==> src/rtl/smb_host_pkg.sv <==
package smb_host_pkg;

   typedef enum logic [2:0] {
      OP_START_WR = 3'd0,
      OP_START_RD = 3'd1,
      OP_SEND     = 3'd2,
      OP_RECV     = 3'd3,
      OP_NACK     = 3'd4,
      OP_STOP     = 3'd5
   } smb_op_e;

   typedef enum logic [1:0] {
      DST_D0  = 2'd0,
      DST_D1  = 2'd1,
      DST_BUF = 2'd2
   } rx_dst_e;

   localparam logic [2:0] PR_QUICK = 3'd0;
   localparam logic [2:0] PR_BYTE  = 3'd1;
   localparam logic [2:0] PR_BDATA = 3'd2;
   localparam logic [2:0] PR_WORD  = 3'd3;
   localparam logic [2:0] PR_BLOCK = 3'd5;

   localparam logic [2:0] RG_STAT = 3'd0;
   localparam logic [2:0] RG_CTL  = 3'd2;
   localparam logic [2:0] RG_CMD  = 3'd3;
   localparam logic [2:0] RG_TGT  = 3'd4;
   localparam logic [2:0] RG_D0   = 3'd5;
   localparam logic [2:0] RG_D1   = 3'd6;
   localparam logic [2:0] RG_BLK  = 3'd7;

   function automatic logic proto_ok(input logic [2:0] p);
      return (p == PR_QUICK) || (p == PR_BYTE) || (p == PR_BDATA) ||
             (p == PR_WORD)  || (p == PR_BLOCK);
   endfunction

endpackage

==> src/rtl/smb_blk_buf.sv <==
module smb_blk_buf #(
   parameter int DEPTH = 32,
   parameter int DW    = 8,
   parameter int IW    = $clog2(DEPTH)
) (
   input  logic          clk,
   input  logic          rst_n,
   input  logic          h_clr,
   input  logic          h_adv,
   input  logic          h_we,
   input  logic [DW-1:0] h_wdata,
   output logic [DW-1:0] h_rdata,
   input  logic          s_we,
   input  logic [IW-1:0] s_addr,
   input  logic [DW-1:0] s_wdata,
   output logic [DW-1:0] s_rdata
);

   logic [DW-1:0] mem [DEPTH];
   logic [IW-1:0] idx_q;
   logic [IW-1:0] idx_inc;

   generate
      if ((1 << IW) == DEPTH) begin : g_pow2_wrap
         assign idx_inc = idx_q + IW'(1);
      end else begin : g_cmp_wrap
         assign idx_inc = (idx_q == IW'(DEPTH - 1)) ? '0 : idx_q + IW'(1);
      end
   endgenerate

   always_ff @(posedge clk or negedge rst_n) begin
      if (!rst_n)     idx_q <= '0;
      else if (h_clr) idx_q <= '0;
      else if (h_adv) idx_q <= idx_inc;
   end

   always_ff @(posedge clk) begin
      if (h_we) mem[idx_q]  <= h_wdata;
      if (s_we) mem[s_addr] <= s_wdata;
   end

   assign h_rdata = mem[idx_q];
   assign s_rdata = mem[s_addr];

   assert_idx_wrap_R10: assert property (@(posedge clk) disable iff (!rst_n)
      (h_adv && !h_clr && idx_q == IW'(DEPTH - 1)) |=> (idx_q == '0));

   assert_idx_clear_R10: assert property (@(posedge clk) disable iff (!rst_n)
      h_clr |=> (idx_q == '0));

endmodule

==> src/rtl/smb_seq_fsm.sv <==
module smb_seq_fsm
   import smb_host_pkg::*;
#(
   parameter int BLK_MAX = 32,
   parameter int IW      = $clog2(BLK_MAX)
) (
   input  logic          clk,
   input  logic          rst_n,
   input  logic          launch,
   input  logic [2:0]    proto,
   input  logic          dir_rd,
   input  logic [6:0]    tgt,
   input  logic [7:0]    cmd,
   input  logic [7:0]    d0,
   input  logic [7:0]    d1,
   input  logic [7:0]    buf_rdata,
   output logic [IW-1:0] buf_addr,
   output logic          busy,
   output logic          fin_ok,
   output logic          nak_err,
   output logic          rx_we,
   output rx_dst_e       rx_dst,
   output logic [7:0]    rx_byte,
   output logic          op_valid,
   output smb_op_e       op_kind,
   output logic [6:0]    op_addr,
   output logic [7:0]    op_wdata,
   input  logic          eng_done,
   input  logic          eng_nak,
   input  logic [7:0]    eng_rdata
);

   localparam int LW = $clog2(BLK_MAX + 2);

   typedef enum logic [2:0] {
      S_IDLE, S_START1, S_CMD, S_START2, S_TX, S_RX, S_NACK, S_STOP
   } st_e;

   st_e           st_q;
   logic [2:0]    pr_q;
   logic          rd_q;
   logic          nak_q;
   logic [LW-1:0] cnt_q;
   logic [LW-1:0] rxn_q;
   logic [LW-1:0] tx_len;
   logic [LW-1:0] tx_total;
   logic [LW-1:0] rx_len;
   logic          first_rd;

   // write length saturates, read length above the cap collapses to zero
   assign tx_len = (d0 > 8'(BLK_MAX)) ? LW'(BLK_MAX) : d0[LW-1:0];
   assign rx_len = (eng_rdata > 8'(BLK_MAX)) ? '0 : eng_rdata[LW-1:0];

   always_comb begin
      case (pr_q)
         PR_BDATA: tx_total = LW'(1);
         PR_WORD:  tx_total = LW'(2);
         default:  tx_total = tx_len + LW'(1);
      endcase
   end

   assign first_rd = (pr_q == PR_QUICK) ? rd_q : ((pr_q == PR_BYTE) && rd_q);
   assign buf_addr = IW'(cnt_q - LW'(1));
   assign busy     = (st_q != S_IDLE);
   assign op_valid = busy;
   assign op_addr  = tgt;

   always_comb begin
      op_wdata = cmd;
      case (st_q)
         S_START1: op_kind = first_rd ? OP_START_RD : OP_START_WR;
         S_CMD:    op_kind = OP_SEND;
         S_START2: op_kind = OP_START_RD;
         S_TX: begin
            op_kind = OP_SEND;
            if (pr_q == PR_BLOCK)     op_wdata = (cnt_q == '0) ? 8'(tx_len) : buf_rdata;
            else if (pr_q == PR_WORD) op_wdata = (cnt_q == '0) ? d0 : d1;
            else                      op_wdata = d0;
         end
         S_RX:     op_kind = OP_RECV;
         S_NACK:   op_kind = OP_NACK;
         default:  op_kind = OP_STOP;
      endcase
   end

   always_comb begin
      rx_we   = (st_q == S_RX) && eng_done;
      rx_byte = eng_rdata;
      rx_dst  = DST_D0;
      if (pr_q == PR_BLOCK) begin
         if (cnt_q == '0) rx_byte = 8'(rx_len);
         else             rx_dst  = DST_BUF;
      end else if (pr_q == PR_WORD && cnt_q != '0) begin
         rx_dst = DST_D1;
      end
   end

   assign fin_ok  = (st_q == S_STOP) && eng_done && !nak_q;
   assign nak_err = ((st_q == S_START1) || (st_q == S_START2)) && eng_done && eng_nak;

   always_ff @(posedge clk or negedge rst_n) begin
      if (!rst_n) begin
         st_q  <= S_IDLE;
         pr_q  <= PR_QUICK;
         rd_q  <= 1'b0;
         nak_q <= 1'b0;
         cnt_q <= '0;
         rxn_q <= '0;
      end else if (st_q == S_IDLE) begin
         if (launch) begin
            st_q  <= S_START1;
            pr_q  <= proto;
            rd_q  <= dir_rd;
            nak_q <= 1'b0;
            cnt_q <= '0;
         end
      end else if (eng_done) begin
         case (st_q)
            S_START1: begin
               if (eng_nak) begin
                  nak_q <= 1'b1;
                  st_q  <= S_STOP;
               end else if (pr_q == PR_QUICK) begin
                  st_q <= S_STOP;
               end else if (pr_q == PR_BYTE && rd_q) begin
                  st_q  <= S_RX;
                  cnt_q <= '0;
                  rxn_q <= LW'(1);
               end else begin
                  st_q <= S_CMD;
               end
            end
            S_CMD: begin
               if (pr_q == PR_BYTE) st_q <= S_STOP;
               else if (rd_q)       st_q <= S_START2;
               else begin
                  st_q  <= S_TX;
                  cnt_q <= '0;
               end
            end
            S_START2: begin
               if (eng_nak) begin
                  nak_q <= 1'b1;
                  st_q  <= S_STOP;
               end else begin
                  st_q  <= S_RX;
                  cnt_q <= '0;
                  rxn_q <= (pr_q == PR_WORD) ? LW'(2) : LW'(1);
               end
            end
            S_TX: begin
               if (cnt_q + LW'(1) == tx_total) st_q <= S_STOP;
               else                            cnt_q <= cnt_q + LW'(1);
            end
            S_RX: begin
               if (pr_q == PR_BLOCK && cnt_q == '0) begin
                  if (rx_len == '0) st_q <= S_NACK;
                  else begin
                     rxn_q <= rx_len + LW'(1);
                     cnt_q <= LW'(1);
                  end
               end else if (cnt_q + LW'(1) == rxn_q) begin
                  st_q <= S_NACK;
               end else begin
                  cnt_q <= cnt_q + LW'(1);
               end
            end
            S_NACK:  st_q <= S_STOP;
            default: st_q <= S_IDLE;
         endcase
      end
   end

   assert_op_hold_R13: assert property (@(posedge clk) disable iff (!rst_n)
      (op_valid && !eng_done) |=> (op_valid && $stable(op_kind) && $stable(op_wdata)));

   assert_nak_stop_R12: assert property (@(posedge clk) disable iff (!rst_n)
      nak_err |=> (op_valid && op_kind == OP_STOP));

   assert_len_cap_R8: assert property (@(posedge clk) disable iff (!rst_n)
      (st_q == S_TX) |-> (cnt_q <= LW'(BLK_MAX)));

endmodule

==> src/rtl/smb_host_seq.sv <==
module smb_host_seq
   import smb_host_pkg::*;
#(
   parameter int BLK_MAX = 32
) (
   input  logic       clk,
   input  logic       rst_n,
   input  logic       reg_wr,
   input  logic       reg_rd,
   input  logic [2:0] reg_addr,
   input  logic [7:0] reg_wdata,
   output logic [7:0] reg_rdata,
   output logic       op_valid,
   output logic [2:0] op_kind,
   output logic [6:0] op_addr,
   output logic [7:0] op_wdata,
   input  logic       eng_done,
   input  logic       eng_nak,
   input  logic [7:0] eng_rdata
);

   localparam int IW = $clog2(BLK_MAX);

   generate
      if (BLK_MAX < 2 || BLK_MAX > 127) begin : g_bad_depth
         $error("BLK_MAX must lie in 2..127");
      end
   endgenerate

   logic [4:0]    ctl_q;
   logic [7:0]    cmd_q, tgt_q, d0_q, d1_q;
   logic          done_q, err_q;
   logic          busy, fin_ok, nak_err, rx_we;
   rx_dst_e       rx_dst;
   logic [7:0]    rx_byte, buf_h_rdata, buf_s_rdata;
   logic [IW-1:0] buf_s_addr;
   smb_op_e       kind;
   logic          ctl_go, launch, bad_go;

   assign ctl_go = reg_wr && (reg_addr == RG_CTL) && reg_wdata[6] && !busy;
   assign launch = ctl_go && proto_ok(reg_wdata[4:2]);
   assign bad_go = ctl_go && !proto_ok(reg_wdata[4:2]);

   always_ff @(posedge clk or negedge rst_n) begin
      if (!rst_n) begin
         ctl_q  <= '0;
         cmd_q  <= '0;
         tgt_q  <= '0;
         d0_q   <= '0;
         d1_q   <= '0;
         done_q <= 1'b0;
         err_q  <= 1'b0;
      end else begin
         if (reg_wr) begin
            case (reg_addr)
               RG_STAT: begin
                  done_q <= 1'b0;
                  err_q  <= 1'b0;
               end
               RG_CTL:  ctl_q <= reg_wdata[4:0];
               RG_CMD:  cmd_q <= reg_wdata;
               RG_TGT:  tgt_q <= reg_wdata;
               RG_D0:   d0_q  <= reg_wdata;
               RG_D1:   d1_q  <= reg_wdata;
               default: ;
            endcase
         end
         if (bad_go || nak_err) err_q  <= 1'b1;
         if (fin_ok)            done_q <= 1'b1;
         if (rx_we && rx_dst == DST_D0) d0_q <= rx_byte;
         if (rx_we && rx_dst == DST_D1) d1_q <= rx_byte;
      end
   end

   always_comb begin
      case (reg_addr)
         RG_STAT: reg_rdata = {5'b0, err_q, done_q, busy};
         RG_CTL:  reg_rdata = {3'b0, ctl_q};
         RG_CMD:  reg_rdata = cmd_q;
         RG_TGT:  reg_rdata = tgt_q;
         RG_D0:   reg_rdata = d0_q;
         RG_D1:   reg_rdata = d1_q;
         RG_BLK:  reg_rdata = buf_h_rdata;
         default: reg_rdata = 8'h00;
      endcase
   end

   smb_blk_buf #(.DEPTH(BLK_MAX), .DW(8), .IW(IW)) u_buf (
      .clk     (clk),
      .rst_n   (rst_n),
      .h_clr   ((reg_wr && reg_addr == RG_STAT) || (reg_rd && reg_addr == RG_CTL)),
      .h_adv   ((reg_wr || reg_rd) && reg_addr == RG_BLK),
      .h_we    (reg_wr && reg_addr == RG_BLK),
      .h_wdata (reg_wdata),
      .h_rdata (buf_h_rdata),
      .s_we    (rx_we && rx_dst == DST_BUF),
      .s_addr  (buf_s_addr),
      .s_wdata (rx_byte),
      .s_rdata (buf_s_rdata)
   );

   smb_seq_fsm #(.BLK_MAX(BLK_MAX), .IW(IW)) u_seq (
      .clk       (clk),
      .rst_n     (rst_n),
      .launch    (launch),
      .proto     (reg_wdata[4:2]),
      .dir_rd    (tgt_q[0]),
      .tgt       (tgt_q[7:1]),
      .cmd       (cmd_q),
      .d0        (d0_q),
      .d1        (d1_q),
      .buf_rdata (buf_s_rdata),
      .buf_addr  (buf_s_addr),
      .busy      (busy),
      .fin_ok    (fin_ok),
      .nak_err   (nak_err),
      .rx_we     (rx_we),
      .rx_dst    (rx_dst),
      .rx_byte   (rx_byte),
      .op_valid  (op_valid),
      .op_kind   (kind),
      .op_addr   (op_addr),
      .op_wdata  (op_wdata),
      .eng_done  (eng_done),
      .eng_nak   (eng_nak),
      .eng_rdata (eng_rdata)
   );

   assign op_kind = kind;

   assert_busy_launch_R11: assert property (@(posedge clk) disable iff (!rst_n)
      $rose(busy) |-> $past(reg_wr && reg_addr == RG_CTL && reg_wdata[6]));

   assert_bad_proto_R3: assert property (@(posedge clk) disable iff (!rst_n)
      bad_go |=> (!busy && err_q && !op_valid));

   assert_nak_no_done_R12: assert property (@(posedge clk) disable iff (!rst_n)
      (nak_err && !(reg_wr && reg_addr == RG_STAT)) |=> err_q);

endmodule

==> config.mk <==
export PLATFORM = sky130hd
export DESIGN_NAME = smb_host_seq
export DESIGN_NICKNAME = d
export VERILOG_FILES = /design/src/rtl/smb_host_pkg.sv /design/src/rtl/smb_blk_buf.sv /design/src/rtl/smb_seq_fsm.sv /design/src/rtl/smb_host_seq.sv
export SDC_FILE = /design/constraint.sdc
export NUM_CORES = 1
export LEC_CHECK = 0
export BUFFER_PORTS_ARGS = -buffer_cell sky130_fd_sc_hd__buf_2
export CORE_AREA = 8 8 201 203
export DETAILED_ROUTE_END_ITERATION = 12
export DIE_AREA = 0 0 209 211
export PLACE_DENSITY = 0.7
export SYNTH_ARGS = -nofsm -noshare
export SYNTH_HDL_FRONTEND = slang
export SYNTH_SLANG_ARGS = --single-unit
==> constraint.sdc <==
create_clock -name clk -period 4.53 [get_ports clk]
set_input_delay 0.6795 -clock clk [delete_from_list [all_inputs] [get_ports clk]]
set_output_delay 0.6795 -clock clk [all_outputs]
set_load 0.05 [all_outputs]
After elaboration in Yosys (flattened, before gate mapping)
Memories as Yosys holds them, arrays and structs flattened.
Cells that the tools add are included.

cells by class
  add/sub/neg operators = 5
  order comparisons = 2
  eq/ne operators = 44
  multiplexer cells = 74
  bitwise gates (word level) = 1
  reductions and logical operators = 68

operator list
  operator                                             number
  two-way mux 6 bit                                    21
  two-way mux 8 bit                                    13
  case mux 8 bit (7 select lines)                      1
  two-way mux 3 bit                                    12
  equality test 3 bit, second input constant           10
  case mux 6 bit (5 select lines)                      1
  equality test 3 x 2 -> 1 bit, second input constant  8
  nonzero test 2 bit                                   12
  logical AND 1 bit                                    20
  adder 6 x 1 -> 6 bit, second input constant          3
  case mux 3 bit (6 select lines)                      1
  case mux 6 bit (3 select lines)                      1
  > comparator 8 x 6 -> 1 bit, second input constant   2
  two-way mux 1 bit                                    16
  inequality test 4 bit, second input constant         4
  AND reduction 2 bit                                  8
  inequality test 3 bit, second input constant         5
  case mux 3 bit (5 select lines)                      1
  inequality test 2 bit, second input constant         7
  equality test 6 bit                                  2
  zero test 3 bit                                      4
  zero test 6 bit                                      2
  case mux 6 bit (2 select lines)                      1
  AND reduction 12 bit                                 1
  19 further kinds                                     38

storage, ports and cells
  flip-flop bits (word level) = 64
  bits in writable memories = 256
  output and inout port bits = 27
  memories = 1

memories
  memory     words  bits a word  read ports  clocked after memory_dff  wr ports  RTL line           RTL
  u_buf.mem  32     8            2           0                         2         smb_blk_buf.sv:19  logic [DW-1:0] mem [DEPTH];

Longest topological paths before layout
  word-level depth = 10
  depth in mapped cells = 14
  mapped depth without buffers = 10

Modules after synthesis
From an unflattened synthesis, not the netlist that was laid out.

unflattened totals
  cell total of the unflattened synthesis = 1731
  area total of the unflattened synthesis = 20588.5 um^2

modules (own cells, without submodules)
  module        times used  cells an instance  area an instance (um^2)  seq. area each (um^2)
  smb_blk_buf   1           1216               15957.8                  7812.5
  smb_seq_fsm   1           319                2442.3                   500.5
  smb_host_seq  1           196                2188.3                   975.9

Worst setup path before layout
No wires, ideal clock.

  kind = reg-to-output
  from = reg u_seq.cnt_q[0]
  to = out op_wdata[0]
  arrival = 3958 ps
  setup slack = -108 ps
  cell stages (with the launch flop) = 13
  path buffers = 5
  path through = dfrtp_1 > buf_4 > buf_1 > inv_1 > ha_1 > buf_2 > clkbuf_1 > clkbuf_1 > mux4_2 > a22oi_1 > nand4_1 > a222oi_1 > o21ai_0

on the way
  cells in the longest elaborated chain, start to end = 5

ends and longest elaborated chain
  what                                                                  RTL line                                                 RTL
  start: declaration                                                    smb_seq_fsm.sv:43                                        logic [LW-1:0] cnt_q;
  start signal: assignment                                              smb_seq_fsm.sv:153                                       else cnt_q <= cnt_q + LW'(1);
  start signal: assignment                                              smb_seq_fsm.sv:165                                       cnt_q <= cnt_q + LW'(1);
  subtractor 5 x 1 -> 5 bit / zero test 6 bit (equally long branches)   smb_seq_fsm.sv:63, smb_seq_fsm.sv:76, smb_seq_fsm.sv:77
  memory read (32 x 8 bit) / two-way mux 8 bit (equally long branches)  --
  two-way mux 8 bit (on tied branches)                                  smb_seq_fsm.sv:76, smb_seq_fsm.sv:77
  two-way mux 8 bit *                                                   smb_seq_fsm.sv:76                                        if (pr_q == PR_BLOCK) op_wdata = (cnt_q == '0) ? 8'(tx_len) : buf_rdata;
  two-way mux 8 bit *                                                   smb_seq_fsm.sv:70                                        case (st_q)
  end: declaration                                                      smb_host_seq.sv:16                                       output logic [7:0] op_wdata,

Every way passes the cells marked *; elsewhere a longest branch is shown, timed or not.

Worst setup path in the final report
  from = reg u_seq.cnt_q[0]
  to = out op_wdata[3]

The elaborated chain is that of the path after synthesis.

==> qor_table.md <==
| Step | Item | Value |
| --- | --- | --- |
| timing | Slew @ Worst Pin | 1139 ps |
| floorplanning | Core Area | 0.03713 sq mm |
| timing | Highest attainable clock frequency | 227.9 MHz |
| timing | Unrepaired setup endpoints after global routing | no |
| worst setup path | Startpoint type of the worst setup path | register |
| hold path | Kind of path behind the tightest hold check | input port to async pin |
| floorplanning | Row count | 71 |
| synthesis | Cells after synthesis | 1,546 |
| global route | Initial antenna violation count | 1 |
| clock tree | Total number of clock tree sinks | 320 |
| power | Power per standard cell area | 538.9 mW/mm^2 |
| routing | Iteration-0 DRC Markers | 1,924 |
| timing | Count of pins over their slew limit | 0 |
| routing | Detailed-route via count | 14,432 |
| timing | Final setup viols | 0 |
| clock tree | Clock tree root buffer cell | clkbuf_16 |
| clock tree | CTS buffer count | 36 |
| routing | Total Wirelength | 62.47 mm |
| finish | Area added between synthesis and finish | 9.229% |
| power | Leakage component of the power | 7.585 nW |
| worst setup path | Endpoint class of the critical path | output port |
| clock tree | Worst-skew pair later-pin latency | 550 ps |
| global route | Vias in the first global route | 13,874 |
| worst setup path | Worst endpoint required time | 3850 ps |
| routing | Detail Route Antenna Nets | 0 |
| synthesis | Library cell with the highest instance count after synthesis | edfxtp_1 |
| finish | Fill cell instance count of the final layout | 2,947 |
| floorplanning | Number of primary I/O pins | 52 |
| timing | Accumulated negative setup slack | 0 ps |
| routing | Wirelength per Cell | 30.64 um |
| finish | Net count, final | 1,574 |
| synthesis | Post-Syn Area per Cell | 12.80 sq um |
| timing | Post-route clock period utilization | 96.87% |
| synthesis | EDFF count, synth | 256 |
| synthesis | Fraction of synthesized cell area taken by the top area cell type | 38.84% |
| place | Placed inst area | 0.02044 sq mm |
| clock tree | CTS H-Tree Depth | 2 |
| worst setup path | Highest cell delay on the worst timing path | 660 ps |
| routing | DR DRC count | 0 |
| floorplanning | Die Ht | 211 um |
| outcome | Result of the run | complete, no violations |
| clock tree | Hold buffers post-CTS | 0 |
| worst setup path | Type of the worst setup path | register to output port |
| power | Max rail drop VDD | 0.0003472 V |
| finish | Area occupied by multi-input gates | 0.009918 sq mm |
| clock tree | Number of buffers between clock root and the deepest sink | 3 |
| floorplanning | Chip Width | 209 um |
| finish | Cell area after layout | 0.02162 sq mm |
| global route | Wire length of the first global-routing pass | 92.47 mm |
| place | PortBufs | 51 |
| run | # Max-Cap Violations | 0 |
| clock tree | TritonCTS clock tree | yes |
| synthesis | Dominant synthesized flop cell | edfxtp_1 |
| synthesis | Sequential-to-total area share from yosys stat | 46.93% |
| clock tree | Clock transition at the registers of the reported paths | 60 ps |
| timing | Count of final hold-check violations | 0 |
| worst setup path | Slowest stage cell on the critical path | ha_4 |
| routing | Initial DRT Pass Iterations | 8 |
| finish | Share of cells above drive strength 1 | 34.06% |
| floorplanning | Die footprint | 0.04410 sq mm |
| synthesis | Library cell with the largest summed area after synthesis | edfxtp_1 |
| place | RD Place Congestion | 0.9691 |
| synthesis | Yosys warnings | 0 |
| finish | Non-Filler Instances | 2,039 |
| synthesis | Most used standard cells in the synthesized netlist | edfxtp_1 (256), mux2_2 (194), nand2_1 (173), mux4_2 (141), o21ai_0 (110) |
| synthesis | Number of synthesized register bits | 320 |
| place | HPWL reported at the end of detailed placement | 42.84 mm |
| synthesis | Asr flop ratio synth | 20.00% |
| worst setup path | Arrival time of data at the critical path endpoint | 3710 ps |
| synthesis | Number of distinct standard cells referenced by the synthesized netlist | 80 |
| global route | Residual overflow from global routing | 0 |
| timing | Clock Skews | 34.43 ps |
| synthesis | Netlist area before placement | 0.01979 sq mm |
| finish | Antenna diode count | 0 |
| timing | Max-Slew Margin vs Limit | 24.07% |
| place | Cell count after placement | 1,972 |
| worst setup path | Cell-by-cell trace of the critical path | inv_1 > ha_4 > buf_4 > mux4_2 > a22oi_1 > nand4_1 > a222oi_1 > o21ai_1 > buf_2 |
| floorplanning | Starting density of the core | 53.30% |
| synthesis | Net count after synthesis | 1,583 |
| finish | Register cell area after layout | 0.009300 sq mm |
| routing | Mean number of vias per cell | 7.078 |
| worst setup path | Reg2reg path depth | 10 |
| synthesis | Largest cells by area after synthesis | edfxtp_1 (39%), mux4_2 (16%), mux2_2 (11%) |
| global route | GRT Total Usage | 27.85% |
| timing | Fin crit period | 4388 ps |
| global route | Maximum number of pins on one net before global-route repair | 66 |
| worst setup path | Critical-path maximum fanout | 28 |
-- timing repair --
| action | in CTS | in global routing |
|---|---|---|
| setup endpoints to repair | 1 | 7 |
| setup buffers | 0 | 1 |
| resized for setup | 1 | 6 |
| pin swaps | 0 | 0 |
-- where the power goes --
part	switching (mW)	internal (mW)	leakage, nW	total [mW]
registers	0.311	3.34	3.10	3.65
logic	3.14	2.00	3.92	5.14
clock network	1.21	1.65	0.562	2.86
-- metrics by stage --
stage               utilization (%)  hold slack, ps  power (mW)  worst slack, ps
floorplan                         -           383.9       7.047            25.68
global placement              55.03           469.8       8.665            450.2
detailed placement            55.03           473.0       8.688            455.6
CTS                           58.10           113.2       11.54            15.92
global route                  58.22           144.9       12.03            46.69
finish                        58.22           109.6       11.65            141.8
-- layout make-up --
class | instances | area share [%]
Timing Repair Buffer | 92 | 2.836
Inverter | 15 | 0.2604
Sequential cell | 320 | 43.02
Tap cell | 474 | 2.743
Clock buffer | 51 | 4.763
Clock inverter | 15 | 0.5035
Multi-Input combinational cell | 1072 | 45.88
-- registers in the layout, indices dropped and copies added (netlist names) --
signal	flops
u_buf.mem	256
cmd_q	8
d0_q	8
d1_q	8
tgt_q	8
u_seq.cnt_q	6
u_seq.rxn_q	6
ctl_q	5
u_buf.idx_q	5
u_seq.pr_q	3
u_seq.st_q	3
done_q	1
err_q	1
u_seq.nak_q	1
u_seq.rd_q	1
-- cells in the final DEF (no fill, tap or decap), drive strengths merged, types with 6 or more instances in the layout --
cell type / instances
xnor2: 11
inv: 15
mux4: 141
or3: 6
edfxtp: 256
o211ai: 6
nand2: 178
buf: 92
nand2b: 9
a22o: 6
and2: 14
a21oi: 32
nor2: 73
nand3: 29
clkinv: 14
mux2i: 57
nor3: 19
mux2: 197
o21ai: 110
a21o: 25
dfrtp: 64
xor2: 13
a221oi: 9
a22oi: 27
clkbuf: 51
nand4: 9
ha: 12
a31oi: 10
nor2b: 10
-- per-layer routing --
| layer | global-route usage, % | share of wire (%) |
|---|---|---|
| met3 | 6.350 | 11 |
| met4 | 12.47 | 4.9 |
| met1 | 36.70 | 38 |
| met5 | 0 | 0.021 |
| met2 | 43.91 | 47 |
-- worst paths after layout --
check,end,slack [ps],start
setup / recovery,op_wdata[3],140,u_seq.cnt_q[0]
hold / removal,u_seq.st_q[1],110,rst_n
setup reg to reg,u_buf.mem[15][0],440,u_seq.cnt_q[0]
hold reg to reg,done_q,480,u_seq.nak_q
max in group asynchronous,u_buf.idx_q[0],3390,rst_n
min in group clk,done_q,480,u_seq.nak_q
-- worst max-delay path: cells and delay by family (launching register included) --
family / cells / cell delay (ps)
flops: 1 / 510
buf+inv: 3 / 710
mux: 1 / 360
simple gates: 1 / 220
fa+ha+maj: 1 / 660
compound gates: 3 / 730
-- cells by family after synthesis --
logic type               count (synthesis)  synth area share, %
AND/OR/NAND/NOR                        375                9.312
multiplexers                           395                30.13
flip-flops                             320                46.93
XOR/XNOR                                24                1.062
AO/OA/AOI/OAI                          266                8.591
adder cells (fa/ha/maj)                 12               0.7586
buffers and inverters                  154                3.211
Note: power is estimated with default switching activity, not from simulation.
